===== config.mk =====
export PLATFORM = sky130hd
export DESIGN_NAME = dma_chan
export DESIGN_NICKNAME = d
export VERILOG_FILES = /design/src/rtl/dma_chan_pkg.sv /design/src/rtl/dma_chan_regs.sv /design/src/rtl/dma_chan_engine.sv /design/src/rtl/dma_chan.sv
export SDC_FILE = /design/constraint.sdc
export NUM_CORES = 1
export LEC_CHECK = 0
export BUFFER_PORTS_ARGS = -buffer_cell sky130_fd_sc_hd__buf_2
export CAP_MARGIN = 20
export CORE_UTILIZATION = 45
export DETAILED_ROUTE_END_ITERATION = 12
export PLACE_DENSITY = 0.81
export SYNTH_ARGS = -nofsm -noshare
export SYNTH_HDL_FRONTEND = slang
export SYNTH_SLANG_ARGS = --single-unit

===== constraint.sdc =====
create_clock -name clk -period 2.5 [get_ports clk]
set_input_delay 0.5 -clock clk [delete_from_list [all_inputs] [get_ports clk]]
set_output_delay 0.5 -clock clk [all_outputs]
set_load 0.05 [all_outputs]

===== src/rtl/dma_chan_pkg.sv =====
// Package: shared offsets, status bit positions and engine states for the
// DMA channel. Assumes a 16-byte register window decoded on 4 address bits.
package dma_chan_pkg;
    localparam logic [3:0] OFF_LADDR = 4'h0;
    localparam logic [3:0] OFF_RADDR = 4'h4;
    localparam logic [3:0] OFF_COUNT = 4'h8;
    localparam logic [3:0] OFF_CSR   = 4'hC;

    localparam int B_START = 0;
    localparam int B_DONE  = 1;
    localparam int B_FBERR = 2;
    localparam int B_FOVR  = 3;
    localparam int B_BUSY  = 4;
    localparam int B_BERR  = 5;
    localparam int B_BRDY  = 12;
    localparam int B_CFG   = 16;

    typedef enum logic [1:0] {
        ST_IDLE  = 2'd0,
        ST_FETCH = 2'd1,
        ST_PUSH  = 2'd2
    } eng_st_t;
endpackage


===== src/rtl/dma_chan_regs.sv =====
// Register file of the DMA channel: address and count counters, sticky
// write-zero-to-clear status flags, start qualification, read mux and the
// end-of-transfer interrupt. Assumes the engine reports beats and endings
// as single-cycle pulses and that AW <= RW.
module dma_chan_regs
    import dma_chan_pkg::*;
#(
    parameter int AW = 32,
    parameter int CW = 20,
    parameter int RW = 32
) (
    input  logic          clk,
    input  logic          rst_n,
    input  logic          wen,
    input  logic [3:0]    addr,
    input  logic [RW-1:0] wdata,
    output logic [RW-1:0] rdata,
    input  logic          busy,
    input  logic          beat,
    input  logic          fin_done,
    input  logic          fin_ovr,
    input  logic          fin_berr,
    output logic          start,
    output logic [AW-1:0] laddr,
    output logic [AW-1:0] raddr,
    output logic          cnt_last,
    output logic          irq
);
    localparam logic [AW-1:0] STEP = AW'(4);

    logic [CW-1:0] cnt;
    logic          f_done, f_fberr, f_fovr, f_berr, f_brdy, f_cfg;
    logic          wr_csr, start_req, start_ok, reg_open;
    logic          clr_done, clr_fberr, clr_fovr, clr_berr, clr_cfg;
    logic [RW-1:0] csr_view;

    // Decode a control/status write and qualify the start request.
    assign wr_csr    = wen && (addr == OFF_CSR);
    assign start_req = wr_csr && wdata[B_START];
    assign start_ok  = start_req && wdata[B_BRDY] && (cnt != '0) && !busy;
    assign start     = start_ok;
    assign reg_open  = wen && !busy;
    assign cnt_last  = (cnt == CW'(1));

    // Writing zero to a sticky flag clears it.
    assign clr_done  = wr_csr && !wdata[B_DONE];
    assign clr_fberr = wr_csr && !wdata[B_FBERR];
    assign clr_fovr  = wr_csr && !wdata[B_FOVR];
    assign clr_berr  = wr_csr && !wdata[B_BERR];
    assign clr_cfg   = wr_csr && !wdata[B_CFG];

    // Local address: loaded by software when idle, stepped per beat.
    always_ff @(posedge clk) begin
        if (!rst_n)                            laddr <= '0;
        else if (beat)                         laddr <= laddr + STEP;
        else if (reg_open && addr == OFF_LADDR) laddr <= wdata[AW-1:0];
    end

    // Remote address: same policy; never reset by a transfer start.
    always_ff @(posedge clk) begin
        if (!rst_n)                            raddr <= '0;
        else if (beat)                         raddr <= raddr + STEP;
        else if (reg_open && addr == OFF_RADDR) raddr <= wdata[AW-1:0];
    end

    // Longword count: loaded when idle, decremented per beat.
    always_ff @(posedge clk) begin
        if (!rst_n)                            cnt <= '0;
        else if (beat)                         cnt <= cnt - 1'b1;
        else if (reg_open && addr == OFF_COUNT) cnt <= wdata[CW-1:0];
    end

    // Sticky flags: a hardware set in the same cycle wins over a clear.
    always_ff @(posedge clk) begin
        if (!rst_n) begin
            f_done  <= 1'b0;
            f_fberr <= 1'b0;
            f_fovr  <= 1'b0;
            f_berr  <= 1'b0;
            f_brdy  <= 1'b0;
            f_cfg   <= 1'b0;
        end else begin
            f_done  <= (f_done  && !clr_done)  || fin_done;
            f_fberr <= (f_fberr && !clr_fberr) || fin_berr;
            f_fovr  <= (f_fovr  && !clr_fovr)  || fin_ovr;
            f_berr  <= (f_berr  && !clr_berr)  || fin_berr;
            f_brdy  <= wr_csr ? wdata[B_BRDY] : f_brdy;
            f_cfg   <= (f_cfg   && !clr_cfg)   || (start_req && !start_ok);
        end
    end

    // Interrupt pulse in the cycle the new flag first reads set.
    always_ff @(posedge clk) begin
        if (!rst_n) irq <= 1'b0;
        else        irq <= fin_done || fin_ovr || fin_berr;
    end

    // Assemble the control/status view.
    always_comb begin
        csr_view         = '0;
        csr_view[B_DONE]  = f_done;
        csr_view[B_FBERR] = f_fberr;
        csr_view[B_FOVR]  = f_fovr;
        csr_view[B_BUSY]  = busy;
        csr_view[B_BERR]  = f_berr;
        csr_view[B_BRDY]  = f_brdy;
        csr_view[B_CFG]   = f_cfg;
    end

    // Read mux over the four offsets.
    always_comb begin
        rdata = '0;
        case (addr)
            OFF_LADDR: rdata[AW-1:0] = laddr;
            OFF_RADDR: rdata[AW-1:0] = raddr;
            OFF_COUNT: rdata[CW-1:0] = cnt;
            OFF_CSR:   rdata         = csr_view;
            default:   rdata         = '0;
        endcase
    end

    a_r5_count_step: assert property (@(posedge clk) disable iff (!rst_n)
        beat |=> cnt == $past(cnt) - 1'b1);
    a_r8_freeze_on_error: assert property (@(posedge clk) disable iff (!rst_n)
        fin_berr |=> (cnt == $past(cnt)) && (raddr == $past(raddr)) && (laddr == $past(laddr)));
    a_r4_busy_start_flagged: assert property (@(posedge clk) disable iff (!rst_n)
        (start_req && busy) |=> f_cfg);
    a_r11_locked_while_busy: assert property (@(posedge clk) disable iff (!rst_n)
        (busy && wen && addr == OFF_LADDR && !beat) |=> laddr == $past(laddr));
    a_r12_irq_single: assert property (@(posedge clk) disable iff (!rst_n)
        irq |=> !irq);
endmodule


===== src/rtl/dma_chan_engine.sv =====
// Transfer sequencer of the DMA channel: alternates a local word fetch with
// a remote write of that word, one beat at a time. Assumes the register file
// steps addresses and count on the beat pulse and that rb_berr outranks
// rb_ack when both are high.
module dma_chan_engine
    import dma_chan_pkg::*;
#(
    parameter int AW = 32,
    parameter int DW = 32
) (
    input  logic          clk,
    input  logic          rst_n,
    input  logic          start,
    input  logic [AW-1:0] laddr,
    input  logic [AW-1:0] raddr,
    input  logic          cnt_last,
    output logic          lw_req,
    output logic [AW-1:0] lw_addr,
    input  logic          lw_ack,
    input  logic [DW-1:0] lw_data,
    input  logic          lw_last,
    output logic          rb_req,
    output logic [AW-1:0] rb_addr,
    output logic [DW-1:0] rb_wdata,
    input  logic          rb_ack,
    input  logic          rb_berr,
    output logic          busy,
    output logic          beat,
    output logic          fin_done,
    output logic          fin_ovr,
    output logic          fin_berr
);
    eng_st_t       st;
    logic [DW-1:0] hold_q;
    logic          last_q;

    // State sequencing: idle -> fetch -> push -> (fetch | idle).
    always_ff @(posedge clk) begin
        if (!rst_n) begin
            st <= ST_IDLE;
        end else begin
            case (st)
                ST_IDLE:  if (start)  st <= ST_FETCH;
                ST_FETCH: if (lw_ack) st <= ST_PUSH;
                ST_PUSH: begin
                    if (rb_berr)     st <= ST_IDLE;
                    else if (rb_ack) st <= cnt_last ? ST_IDLE : ST_FETCH;
                end
                default: st <= ST_IDLE;
            endcase
        end
    end

    // Capture the fetched word and its end-of-source marker.
    always_ff @(posedge clk) begin
        if (!rst_n) begin
            hold_q <= '0;
            last_q <= 1'b0;
        end else if (st == ST_FETCH && lw_ack) begin
            hold_q <= lw_data;
            last_q <= lw_last;
        end
    end

    // Handshake outputs and beat/ending pulses.
    always_comb begin
        lw_req   = (st == ST_FETCH);
        rb_req   = (st == ST_PUSH);
        lw_addr  = laddr;
        rb_addr  = raddr;
        rb_wdata = hold_q;
        busy     = (st != ST_IDLE);
        fin_berr = rb_req && rb_berr;
        beat     = rb_req && rb_ack && !rb_berr;
        fin_done = beat && cnt_last && last_q;
        fin_ovr  = beat && cnt_last && !last_q;
    end

    a_r13_exclusive: assert property (@(posedge clk) disable iff (!rst_n)
        !(lw_req && rb_req));
    a_r13_rb_hold: assert property (@(posedge clk) disable iff (!rst_n)
        (rb_req && !rb_ack && !rb_berr) |=> rb_req && $stable(rb_addr) && $stable(rb_wdata));
    a_r13_lw_hold: assert property (@(posedge clk) disable iff (!rst_n)
        (lw_req && !lw_ack) |=> lw_req && $stable(lw_addr));
    a_r3_launch: assert property (@(posedge clk) disable iff (!rst_n)
        start |=> lw_req && busy);
endmodule


===== src/rtl/dma_chan.sv =====
// Top of the single-channel bus-master DMA controller: joins the register
// file and the transfer sequencer. Assumes a single clock domain and a
// 32-bit register port.
module dma_chan
    import dma_chan_pkg::*;
#(
    parameter int AW = 32,
    parameter int CW = 20,
    parameter int DW = 32
) (
    input  logic          clk,
    input  logic          rst_n,
    input  logic          reg_wen,
    input  logic [3:0]    reg_addr,
    input  logic [31:0]   reg_wdata,
    output logic [31:0]   reg_rdata,
    output logic          lw_req,
    output logic [AW-1:0] lw_addr,
    input  logic          lw_ack,
    input  logic [DW-1:0] lw_data,
    input  logic          lw_last,
    output logic          rb_req,
    output logic [AW-1:0] rb_addr,
    output logic [DW-1:0] rb_wdata,
    input  logic          rb_ack,
    input  logic          rb_berr,
    output logic          irq
);
    logic          busy, beat, fin_done, fin_ovr, fin_berr, start, cnt_last;
    logic [AW-1:0] laddr, raddr;

    dma_chan_regs #(.AW(AW), .CW(CW), .RW(32)) u_regs (
        .clk(clk), .rst_n(rst_n), .wen(reg_wen), .addr(reg_addr),
        .wdata(reg_wdata), .rdata(reg_rdata), .busy(busy), .beat(beat),
        .fin_done(fin_done), .fin_ovr(fin_ovr), .fin_berr(fin_berr),
        .start(start), .laddr(laddr), .raddr(raddr), .cnt_last(cnt_last),
        .irq(irq)
    );

    dma_chan_engine #(.AW(AW), .DW(DW)) u_eng (
        .clk(clk), .rst_n(rst_n), .start(start), .laddr(laddr),
        .raddr(raddr), .cnt_last(cnt_last), .lw_req(lw_req),
        .lw_addr(lw_addr), .lw_ack(lw_ack), .lw_data(lw_data),
        .lw_last(lw_last), .rb_req(rb_req), .rb_addr(rb_addr),
        .rb_wdata(rb_wdata), .rb_ack(rb_ack), .rb_berr(rb_berr),
        .busy(busy), .beat(beat), .fin_done(fin_done), .fin_ovr(fin_ovr),
        .fin_berr(fin_berr)
    );
endmodule


==> results of run 1 <==
## flip-flops by register name, indices dropped and copies added, names as in the netlist
name and count:
u_eng.last_q 1, u_regs.f_fovr 1, u_regs.irq 1, u_regs.f_cfg 1, u_regs.f_brdy 1, u_regs.f_fberr 1, u_eng.rb_wdata 32, u_regs.raddr 32
u_regs.cnt 20, u_regs.f_done 1, u_regs.f_berr 1, u_eng.st 2, u_regs.laddr 32
## tightest hold or removal path: cells and delay by family
| kind | cells | cell delay [ns] |
|---|---|---|
| AOI/OAI and AO/OA | 1 | 0.05 |
| buffers and inverters | 1 | 0.09 |
| and+or+nand+nor | 1 | 0.04 |
## layout by cell type, fill, tap and decap left out, types with 4 or more instances in the layout
| cell | instances |
|---|---|
| sky130_fd_sc_hd__a211oi_1 | 17 |
| sky130_fd_sc_hd__a21oi_1 | 98 |
| sky130_fd_sc_hd__a22o_1 | 12 |
| sky130_fd_sc_hd__a22oi_1 | 33 |
| sky130_fd_sc_hd__a311oi_1 | 5 |
| sky130_fd_sc_hd__a31oi_1 | 14 |
| sky130_fd_sc_hd__a32o_1 | 4 |
| sky130_fd_sc_hd__and3_1 | 25 |
| sky130_fd_sc_hd__and4_1 | 7 |
| sky130_fd_sc_hd__buf_12 | 5 |
| sky130_fd_sc_hd__buf_2 | 205 |
| sky130_fd_sc_hd__buf_4 | 29 |
| sky130_fd_sc_hd__clkbuf_16 | 17 |
| sky130_fd_sc_hd__clkinv_2 | 5 |
| sky130_fd_sc_hd__dfxtp_1 | 126 |
| sky130_fd_sc_hd__ha_1 | 5 |
| sky130_fd_sc_hd__inv_1 | 12 |
| sky130_fd_sc_hd__nand2_1 | 170 |
| sky130_fd_sc_hd__nand3_1 | 39 |
| sky130_fd_sc_hd__nand4_1 | 20 |
| sky130_fd_sc_hd__nor2_1 | 54 |
| sky130_fd_sc_hd__nor3_1 | 16 |
| sky130_fd_sc_hd__nor4_1 | 10 |
| sky130_fd_sc_hd__o211ai_1 | 13 |
| sky130_fd_sc_hd__o21a_1 | 16 |
| sky130_fd_sc_hd__o21ai_0 | 33 |
| sky130_fd_sc_hd__o311ai_0 | 4 |
| sky130_fd_sc_hd__or3_1 | 9 |
| sky130_fd_sc_hd__xnor2_1 | 5 |
| sky130_fd_sc_hd__xor2_1 | 5 |
## routing by layer
layer / GRT usage (%) / part of all wire (%) / up-vias
met2: 45.3 / 44 / 550
met3: 8.08 / 13 / 82
met1: 38.7 / 40 / 3580
li1: - / - / 3660
met4: 13.3 / 3.5 / 0
met5: 0 / 0 / -
## metrics by stage
step	instances	setup WS, ns	hold slack [ns]	power, W	utilization [%]
after CTS	1274	0.196	0.302	0.00500	59.6
after global placement	1242	0.162	0.438	0.00246	55.4
after floorplan	881	0.225	0.436	0.00229	-
after global routing	1274	0.0114	0.307	0.00513	59.6
after detailed placement	1242	0.135	0.444	0.00246	55.4
final	1274	0.166	0.314	0.00499	59.6
## kinds of logic (layout without fill, tap and decap cells)
| group | Yosys count | after routing | synth area share, % |
|---|---|---|---|
| AO/OA/AOI/OAI | 274 | 274 | 26.4 |
| XOR/XNOR | 10 | 10 | 1.30 |
| multiplexers | 5 | 5 | 0.799 |
| AND/OR/NAND/NOR | 386 | 386 | 28.5 |
| buffers and inverters | 75 | 284 | 4.64 |
| adder cells (fa/ha/maj) | 5 | 5 | 0.929 |
| flip-flops | 126 | 126 | 37.4 |
## final cells by class
class / count / area (um2)
Clock inverter: 11 / 139
Fill cell: 1294 / 5900
Clock buffer: 21 / 470
Timing Repair Buffer: 239 / 1340
Multi-Input combinational cell: 680 / 3930
Tap cell: 184 / 230
Inverter: 13 / 48.8
Sequential cell: 126 / 2520
## power groups by stage
stage / Sequential (W) / Clock [W] / Combinational, W
3_3_place_gp: 0.00210 / 0 / 0.000352
5_1_grt: 0.00206 / 0.00268 / 0.000384
3_5_place_dp: 0.00210 / 0 / 0.000355
4_1_cts: 0.00206 / 0.00258 / 0.000357
2_1_floorplan: 0.00215 / 0 / 0.000140
6_report: 0.00206 / 0.00256 / 0.000364
## path summary, 6_finish.rpt
path                                      endpoint  slack [ns]  cells past startpoint
worst max-delay path                  reg_rdata[4]        0.17                      6
worst min-delay path             u_eng.rb_wdata[7]        0.31                      3
worst max register to register       u_regs.cnt[6]        0.25                      6
worst min register to register  u_eng.rb_wdata[29]        0.45                      2
==> insert_results.sql, run 1 <==
INSERT INTO impl_metrics (metric_group, metric, value, unit) VALUES
('outcome', 'status', 'completed', ''),
('timing', 'worstMarginPinSlew', '0.606', 'ns'),
('synthesis', 'synthesis.yosys.warnings', '0', ''),
('placed_design', 'finalWeightedCongestion', '0.942', ''),
('power', 'sw_frac_of_total', '24.0', '%'),
('layout', 'total_number_of_nets_in_the_final_design', '1157', ''),
('timing', 'setup_violations', '0', ''),
('timing', 'timing.final.crit_share', '93.4', '%'),
('die', 'die-height', '124', 'um'),
('synthesis', 'netlist-cell-type-count', '69', ''),
('clock_network', 'cts_root_buffer', 'sky130_fd_sc_hd__clkbuf_16', ''),
('synthesis', 'mappedNetlistNets', '961', ''),
('power', 'power_density', '574', 'nW/um2'),
('die', 'coreArea', '14600', 'um2'),
('clock_network', 'cts_repair_resize_count', '0', ''),
('critical_path', 'worst-path-buf-inv', '3', ''),
('power', 'clock_power_share', '51.4', '%'),
('synthesis', 'yosysSeqAreaShare', '37.4', '%'),
('synthesis', 'synthDominantAreaCellType', 'sky130_fd_sc_hd__dfxtp_1', ''),
('layout', 'finish.instance_area', '8690', 'um2'),
('die', 'initial_utilization', '46.2', '%'),
('clock_network', 'tritoncts.num_buffers', '17', ''),
('critical_path', 'reg2reg_from', 'u_eng.st[1]', ''),
('synthesis', 'cell_area_after_synthesis', '6740', 'um2'),
('synthesis', 'number_of_flops_mapped_to_enable_cells_by_yosys', '0', ''),
('die', 'fp-row-count', '44', ''),
('die', 'boundaryPins', '206', ''),
('timing', 'timing_hold_violations_final', '0', ''),
('critical_path', 'criticalPathCategory', 'in2out', ''),
('critical_path', 'critPathCaptureType', 'primary output', ''),
('synthesis', 'synth_top_area_share', '37.4', '%'),
('run', 'max-cap-violations', '0', ''),
('die', 'floorplan.die_area', '15500', 'um2'),
('global_routing', 'gr_usage_total', '29.6', '%'),
('layout', 'drive_gt1_share', '26.6', '%'),
('layout', 'antenna_cells', '0', ''),
('power', 'seq_power_share', '41.4', '%'),
('synthesis', 'synth_common_cells', '170 x sky130_fd_sc_hd__nand2_1, 126 x sky130_fd_sc_hd__dfxtp_1, 98 x sky130_fd_sc_hd__a21oi_1', ''),
('timing', 'finClkSkew', '0.00863', 'ns'),
('critical_path', 'max_stage_delay', '0.33', 'ns'),
('clock_network', 'cts_hold_buf', '0', ''),
('critical_path', 'cp.required', '2.00', 'ns'),
('drt', 'vias', '7872', ''),
('timing', 'setup_tns', '0', 'ns'),
('synthesis', 'synth_seq_cells', '126', ''),
('timing', 'achievable-frequency', '428', 'MHz'),
('timing', 'timing.final.max_slew_violations', '0', ''),
('synthesis', 'share_of_flip_flops_with_an_asynchronous_set_or_reset_after_synthesis', '0', '%'),
('power', 'power.share.combinational', '7.3', '%'),
('critical_path', 'setup.worst_path.start_class', 'primary input', ''),
('clock_network', 'cts.htree.levels', '4', ''),
('power', 'ir_drop', '0.402', 'mV'),
('global_routing', 'grt_pass1_wl', '36500', 'um'),
('synthesis', 'synth_ff_type', 'sky130_fd_sc_hd__dfxtp_1', ''),
('clock_network', 'clkSlewWorstSetupHoldPaths', '0.06', 'ns'),
('clock_network', 'cts_buffer_depth', '2', ''),
('placed_design', 'port_buffers', '205', ''),
('placed_design', 'dpl-instance-area', '8080', 'um2'),
('global_routing', 'initial_antenna_violation_count', '0', ''),
('synthesis', 'yosys.cell_count.top_type', 'sky130_fd_sc_hd__nand2_1', ''),
('global_routing', 'grt_start_max_net_pins', '39', ''),
('drt', 'routed_via_density', '6.18', ''),
('worst_hold_path', 'type_of_the_tightest_min_delay_check', 'in2reg', ''),
('drt', 'drtIter0Drc', '958', ''),
('clock_network', 'post-cts-setup-buffers', '0', ''),
('drt', '1st_pass_router_iterations', '6', ''),
('power', 'internal_power', '0.00379', 'W'),
('critical_path', 'critPathLaunch', 'reg_addr[3]', ''),
('drt', 'route.antenna.remaining_nets', '0', ''),
('synthesis', 'synthTopCellsByArea', 'sky130_fd_sc_hd__dfxtp_1 37%, sky130_fd_sc_hd__nand2_1 9.5%, sky130_fd_sc_hd__a21oi_1 7.3%, sky130_fd_sc_hd__a22oi_1 3.7%, sky130_fd_sc_hd__nor2_1 3.1%', ''),
('drt', 'route.detailed.drc', '0', '');
Power figures use the tool's default switching activity.
==> run 2, diff against run 1 <==
==> constraint.sdc (replaced) <==
create_clock -name clk -period 2.5 [get_ports clk]
set_input_delay 0.5 -clock clk [delete_from_list [all_inputs] [get_ports clk]]
set_output_delay 0.5 -clock clk [all_outputs]
set_load 0.01 [all_outputs]
==> insert_results.sql, run 2 (synthesis results as in run 1) <==
INSERT INTO impl_metrics (metric_group, metric, value, unit) VALUES
('die', 'coreArea', '14600', 'um2'),
('global_routing', 'gr_usage_total', '29.6', '%'),
('layout', 'antenna_cells', '0', ''),
('critical_path', 'critPathCaptureType', 'flip-flop', ''),
('run', 'max-cap-violations', '0', ''),
('drt', 'vias', '7923', ''),
('placed_design', 'post-dp-hpwl', '16900', 'um'),
('critical_path', 'worstReg2RegEnd', 'u_regs.laddr[24]', ''),
('worst_hold_path', 'hold_path.startpoint', 'lw_data[26]', ''),
('outcome', 'status', 'completed', ''),
('global_routing', 'grt_pass1_wl', '36900', 'um'),
('global_routing', 'number_of_global_route_vias_before_repair', '7144', ''),
('worst_hold_path', 'min_delay_path_depth', '3', ''),
('drt', 'drtIter0Drc', '962', ''),
('drt', 'drt-total-wl', '23500', 'um'),
('layout', 'finalNonFillerCells', '1272', ''),
('die', 'initial_utilization', '46.2', '%'),
('timing', 'setup_tns', '0', 'ns'),
('timing', 'timing.final.max_slew_violations', '0', ''),
('critical_path', 'reg2reg_depth', '6', ''),
('timing', 'fin_crit', '2.30', 'ns'),
('die', 'chipWidth', '124', 'um'),
('layout', 'total_number_of_nets_in_the_final_design', '1157', ''),
('critical_path', 'crit_path_max_fanout', '17', ''),
('placed_design', 'port_buffers', '205', ''),
('drt', 'route.detailed.drc', '0', ''),
('die', 'boundaryPins', '206', ''),
('global_routing', 'grt_start_max_net_pins', '39', ''),
('timing', 'setup_violations', '0', ''),
('timing', 'timing.max_slew.rel_slack', '59.3', '%'),
('timing', 'rsz0062_at_grt', 'no', ''),
('global_routing', 'initial_antenna_violation_count', '1', ''),
('timing', 'timing.final.crit_share', '91.9', '%'),
('placed_design', 'finalWeightedCongestion', '0.927', ''),
('timing', 'finClkSkew', '0.00579', 'ns'),
('die', 'floorplan.die_area', '15500', 'um2'),
('critical_path', 'cp.required', '2.84', 'ns'),
('power', 'power_density', '571', 'nW/um2'),
('clock_network', 'tritoncts.num_buffers', '17', ''),
('critical_path', 'r2r_setup_slack', '0.20', 'ns'),
('clock_network', 'clk-insertion-delay-late', '0.42', 'ns'),
('layout', 'synthToLayoutAreaGrowth', '28.8', '%'),
('critical_path', 'criticalPathCategory', 'reg2reg', ''),
('placed_design', 'numPlacedInstances', '1242', ''),
('clock_network', 'post-cts-setup-buffers', '0', ''),
('clock_network', 'cts_hold_buf', '0', ''),
('clock_network', 'clkSinkCount', '126', ''),
('die', 'die-height', '124', 'um'),
('drt', 'routed_via_density', '6.23', ''),
('layout', 'drive_gt1_share', '26.3', '%'),
('power', 'ir_drop', '0.577', 'mV'),
('clock_network', 'cts_root_buffer', 'sky130_fd_sc_hd__clkbuf_16', ''),
('critical_path', 'setup.worst_path.start_class', 'flip-flop', ''),
('worst_hold_path', 'type_of_the_tightest_min_delay_check', 'in2reg', ''),
('global_routing', 'grt_remaining_overflow', '0', ''),
('die', 'fp-row-count', '44', ''),
('timing', 'worstMarginPinSlew', '0.610', 'ns'),
('layout', 'final_cell_mix', '205 x sky130_fd_sc_hd__buf_2, 170 x sky130_fd_sc_hd__nand2_1, 126 x sky130_fd_sc_hd__dfxtp_1, 98 x sky130_fd_sc_hd__a21oi_1, 54 x sky130_fd_sc_hd__nor2_1', ''),
('clock_network', 'clkSlewWorstSetupHoldPaths', '0.06', 'ns'),
('critical_path', 'timing.critical_path.arrival', '2.64', 'ns'),
('critical_path', 'reg2reg_from', 'u_eng.st[1]', ''),
('clock_network', 'cts.htree.levels', '4', ''),
('timing', 'achievable-frequency', '435', 'MHz'),
('drt', '1st_pass_router_iterations', '6', ''),
('clock_network', 'cts_buffer_depth', '2', ''),
('drt', 'route.antenna.remaining_nets', '0', ''),
('power', 'power.leakage', '3.72', 'nW'),
('clock_network', 'tritoncts_clock_tree', 'built', ''),
('drt', 'route.detailed.wl_per_inst', '18.5', 'um'),
('timing', 'timing_hold_violations_final', '0', ''),
('worst_hold_path', 'min_to', 'u_eng.rb_wdata[26]', ''),
('layout', 'final_common_cell', 'sky130_fd_sc_hd__buf_2', '');
## run 2: area by class of cell
cell class | instances | area [um2]
Clock inverter | 5 | 104
Fill cell | 1265 | 5910
Sequential cell | 126 | 2520
Timing Repair Buffer | 239 | 1330
Inverter | 13 | 48.8
Clock buffer | 25 | 505
Multi-Input combinational cell | 680 | 3940
Tap cell | 184 | 230
## run 2: layer usage
metal | vias up | track usage, % | routed length [um]
li1 | 3650 | - | -
met1 | 3641 | 38.3 | 9320
met2 | 567 | 45.9 | 10600
met3 | 63 | 8.59 | 2930
met4 | 2 | 12.3 | 694
met5 | - | 0 | 10
## run 2: through the flow
| step | setup slack, ns | area [um2] | hold slack (ns) | power [W] | util (%) |
|---|---|---|---|---|---|
| after floorplan | 0.483 | 6740 | 0.436 | 0.00224 | - |
| after global placement | 0.166 | 8070 | 0.438 | 0.00240 | 55.3 |
| after detailed placement | 0.159 | 8070 | 0.446 | 0.00241 | 55.3 |
| after CTS | 0.224 | 8680 | 0.304 | 0.00496 | 59.5 |
| after global routing | 0.0389 | 8680 | 0.312 | 0.00508 | 59.5 |
| final | 0.203 | 8680 | 0.310 | 0.00496 | 59.5 |
## run 2: critical path: stages (launching register included)
cell and delay, ns:
sky130_fd_sc_hd__dfxtp_1 0.48, sky130_fd_sc_hd__nand4bb_1 0.27, sky130_fd_sc_hd__buf_4 0.29, sky130_fd_sc_hd__nor4b_1 0.47
sky130_fd_sc_hd__nand2_1 0.18, sky130_fd_sc_hd__or3_1 0.35, sky130_fd_sc_hd__a31oi_1 0.17
## run 2: worst max path at each step
stage                start          endpoint  slack, ns
2_1_floorplan      rb_berr  u_regs.raddr[24]       0.48
3_3_place_gp       rb_berr  u_regs.laddr[24]       0.17
3_5_place_dp       rb_berr  u_regs.laddr[31]       0.16
4_1_cts        u_eng.st[1]  u_regs.laddr[24]       0.22
5_1_grt        u_eng.st[1]     u_regs.cnt[6]       0.04
6_report       u_eng.st[1]  u_regs.laddr[24]       0.20
## run 2: repair_timing
item,in CTS,in global routing
hold endpoints to repair,0,0
setup endpoints to repair,0,1
resized for setup,0,1
## run 2: report_power, final
group | total (W) | leakage (nW) | switching [W] | internal (W)
Combinational | 0.000311 | 2.40 | 0.000193 | 0.000118
Sequential | 0.00206 | 1.02 | 0.0000344 | 0.00203
Clock | 0.00258 | 0.299 | 0.000889 | 0.00169
Total | 0.00496 | 3.72 | 0.00112 | 0.00384
==> run 3, diff against run 2 <==
Settings changed: CELL_PAD_IN_SITES_DETAIL_PLACEMENT set to 1, CELL_PAD_IN_SITES_GLOBAL_PLACEMENT set to 2, CORE_UTILIZATION 45 to 29, PLACE_DENSITY 0.81 to 0.91.
==> insert_results.sql, run 3 (synthesis results as in run 1) <==
INSERT INTO impl_metrics (metric_group, metric, value, unit) VALUES
('outcome', 'status', 'completed', ''),
('drt', '1st_pass_router_iterations', '5', ''),
('layout', 'fill_cells', '2848', ''),
('timing', 'setup_violations', '0', ''),
('placed_design', 'finalWeightedCongestion', '0.893', ''),
('die', 'die-height', '154', 'um'),
('timing', 'final.hold.worst_slack', '0.316', 'ns'),
('critical_path', 'crit_path_max_fanout', '34', ''),
('critical_path', 'critPathLaunch', 'u_eng.st[1]', ''),
('die', 'chipWidth', '154', 'um'),
('critical_path', 'setup.worst_path.start_class', 'flip-flop', ''),
('timing', 'finClkSkew', '0.0128', 'ns'),
('die', 'coreArea', '22700', 'um2'),
('layout', 'final_common_cell', 'sky130_fd_sc_hd__buf_2', ''),
('drt', 'route.antenna.remaining_nets', '0', ''),
('clock_network', 'cts_root_buffer', 'sky130_fd_sc_hd__clkbuf_16', ''),
('critical_path', 'timing.critical_path.arrival', '2.68', 'ns'),
('timing', 'timing.max_slew.rel_slack', '55.2', '%'),
('timing', 'fin_crit', '2.33', 'ns'),
('timing', 'timing.final.crit_share', '93.0', '%'),
('drt', 'drt-total-wl', '28000', 'um'),
('drt', 'route.detailed.wl_per_inst', '20.3', 'um'),
('global_routing', 'gr_usage_total', '23.5', '%'),
('global_routing', 'grt_pass1_wl', '43800', 'um'),
('global_routing', 'grt_start_max_net_pins', '35', ''),
('global_routing', 'initial_antenna_violation_count', '0', ''),
('power', 'ir_drop', '0.444', 'mV'),
('drt', 'routed_via_density', '5.68', ''),
('timing', 'achievable-frequency', '430', 'MHz'),
('die', 'floorplan.die_area', '23800', 'um2'),
('placed_design', 'port_buffers', '205', ''),
('die', 'fp-row-count', '55', ''),
('power', 'power_density', '594', 'nW/um2'),
('layout', 'synthToLayoutAreaGrowth', '32.8', '%'),
('clock_network', 'clk-insertion-delay-late', '0.43', 'ns'),
('layout', 'drive_gt1_share', '27.0', '%'),
('layout', 'final_cell_mix', '205 x sky130_fd_sc_hd__buf_2, 170 x sky130_fd_sc_hd__nand2_1, 126 x sky130_fd_sc_hd__dfxtp_1, 98 x sky130_fd_sc_hd__a21oi_1, 54 x sky130_fd_sc_hd__nor2_1', ''),
('clock_network', 'clkSlewWorstSetupHoldPaths', '0.07', 'ns'),
('die', 'initial_utilization', '29.7', '%'),
('critical_path', 'criticalPathCategory', 'reg2reg', ''),
('global_routing', 'number_of_global_route_vias_before_repair', '7812', ''),
('timing', 'setup_tns', '0', 'ns'),
('die', 'boundaryPins', '206', ''),
('layout', 'total_number_of_nets_in_the_final_design', '1162', ''),
('critical_path', 'cp-endpoint', 'u_regs.laddr[24]', ''),
('clock_network', 'cts_hold_buf', '0', ''),
('run', 'max-cap-violations', '0', ''),
('critical_path', 'worstReg2RegEnd', 'u_regs.laddr[24]', ''),
('drt', 'drtIter0Drc', '524', ''),
('clock_network', 'clkSinkCount', '126', ''),
('placed_design', 'post-dp-hpwl', '20800', 'um'),
('clock_network', 'cts.htree.levels', '4', ''),
('layout', 'final_util', '39.4', '%'),
('layout', 'antenna_cells', '0', ''),
('timing', 'worstMarginPinSlew', '0.666', 'ns'),
('timing', 'timing.final.max_slew_violations', '0', ''),
('critical_path', 'reg2reg_depth', '6', ''),
('worst_hold_path', 'hold_path.startpoint', 'lw_data[0]', ''),
('timing', 'rsz0062_at_grt', 'no', ''),
('worst_hold_path', 'type_of_the_tightest_min_delay_check', 'in2reg', ''),
('critical_path', 'cp.required', '2.86', 'ns'),
('critical_path', 'r2r_setup_slack', '0.17', 'ns'),
('critical_path', 'critPathCaptureType', 'flip-flop', ''),
('timing', 'timing_hold_violations_final', '0', ''),
('clock_network', 'tritoncts.num_buffers', '17', ''),
('clock_network', 'post-cts-setup-buffers', '0', ''),
('drt', 'route.detailed.drc', '0', ''),
('clock_network', 'cts_buffer_depth', '2', ''),
('drt', 'vias', '7835', ''),
('critical_path', 'reg2reg_from', 'u_eng.st[1]', ''),
('clock_network', 'cts_repair_resize_count', '0', ''),
('power', 'power.leakage', '3.79', 'nW'),
('clock_network', 'tritoncts_clock_tree', 'built', ''),
('global_routing', 'grt_remaining_overflow', '0', '');
[run 3: stage by stage]
stage	cells	total power, W	setup slack, ns	instance area (um2)
2_1_floorplan	881	0.00224	0.483	6740
3_3_place_gp	1348	0.00242	0.0541	8270
3_5_place_dp	1348	0.00243	0.0490	8270
4_1_cts	1380	0.00535	0.205	8950
5_1_grt	1380	0.00547	0.0316	8950
6_report	1380	0.00531	0.174	8950
[run 3: final cells by class]
cell class	count	area (um2)	area share [%]
flip-flops and latches	126	2520	28.2
repair buffers	244	1410	15.7
inverters	13	48.8	0.545
clock buffers	17	425	4.75
multi-input cells	680	3930	44.0
well taps	285	357	3.98
clock inverters	15	255	2.85
[run 3: worst max-delay path, cell delays in order, from the launching register on]
cell and delay, ns:
sky130_fd_sc_hd__dfxtp_1 0.48, sky130_fd_sc_hd__nand4bb_1 0.29, sky130_fd_sc_hd__buf_4 0.36, sky130_fd_sc_hd__nor4b_1 0.46, sky130_fd_sc_hd__nand2_1 0.17, sky130_fd_sc_hd__or3_1 0.34, sky130_fd_sc_hd__a31oi_1 0.15
[run 3: worst min-delay path by stage]
stage,to,slack (ns),depth (start not counted)
global route,u_eng.rb_wdata[9],0.31,3
global placement,u_eng.rb_wdata[24],0.44,2
CTS,u_eng.rb_wdata[11],0.30,3
finish,u_eng.rb_wdata[0],0.32,3
floorplan,u_regs.f_brdy,0.44,2
detailed placement,u_eng.rb_wdata[4],0.44,2
[run 3: power breakdown]
group | internal [W] | switching, W
combinational | 0.000121 | 0.000206
sequential | 0.00203 | 0.0000328
clock | 0.00189 | 0.00103
[run 3: per-layer routing]
layer | global-route usage [%] | vias to the layer above | wire length [um]
met1 | 30.9 | 3837 | 12400
li1 | - | 3655 | -
met4 | 6.98 | 0 | 545
met3 | 5.63 | 38 | 2200
met5 | 0 | - | 0
met2 | 38.0 | 305 | 12900
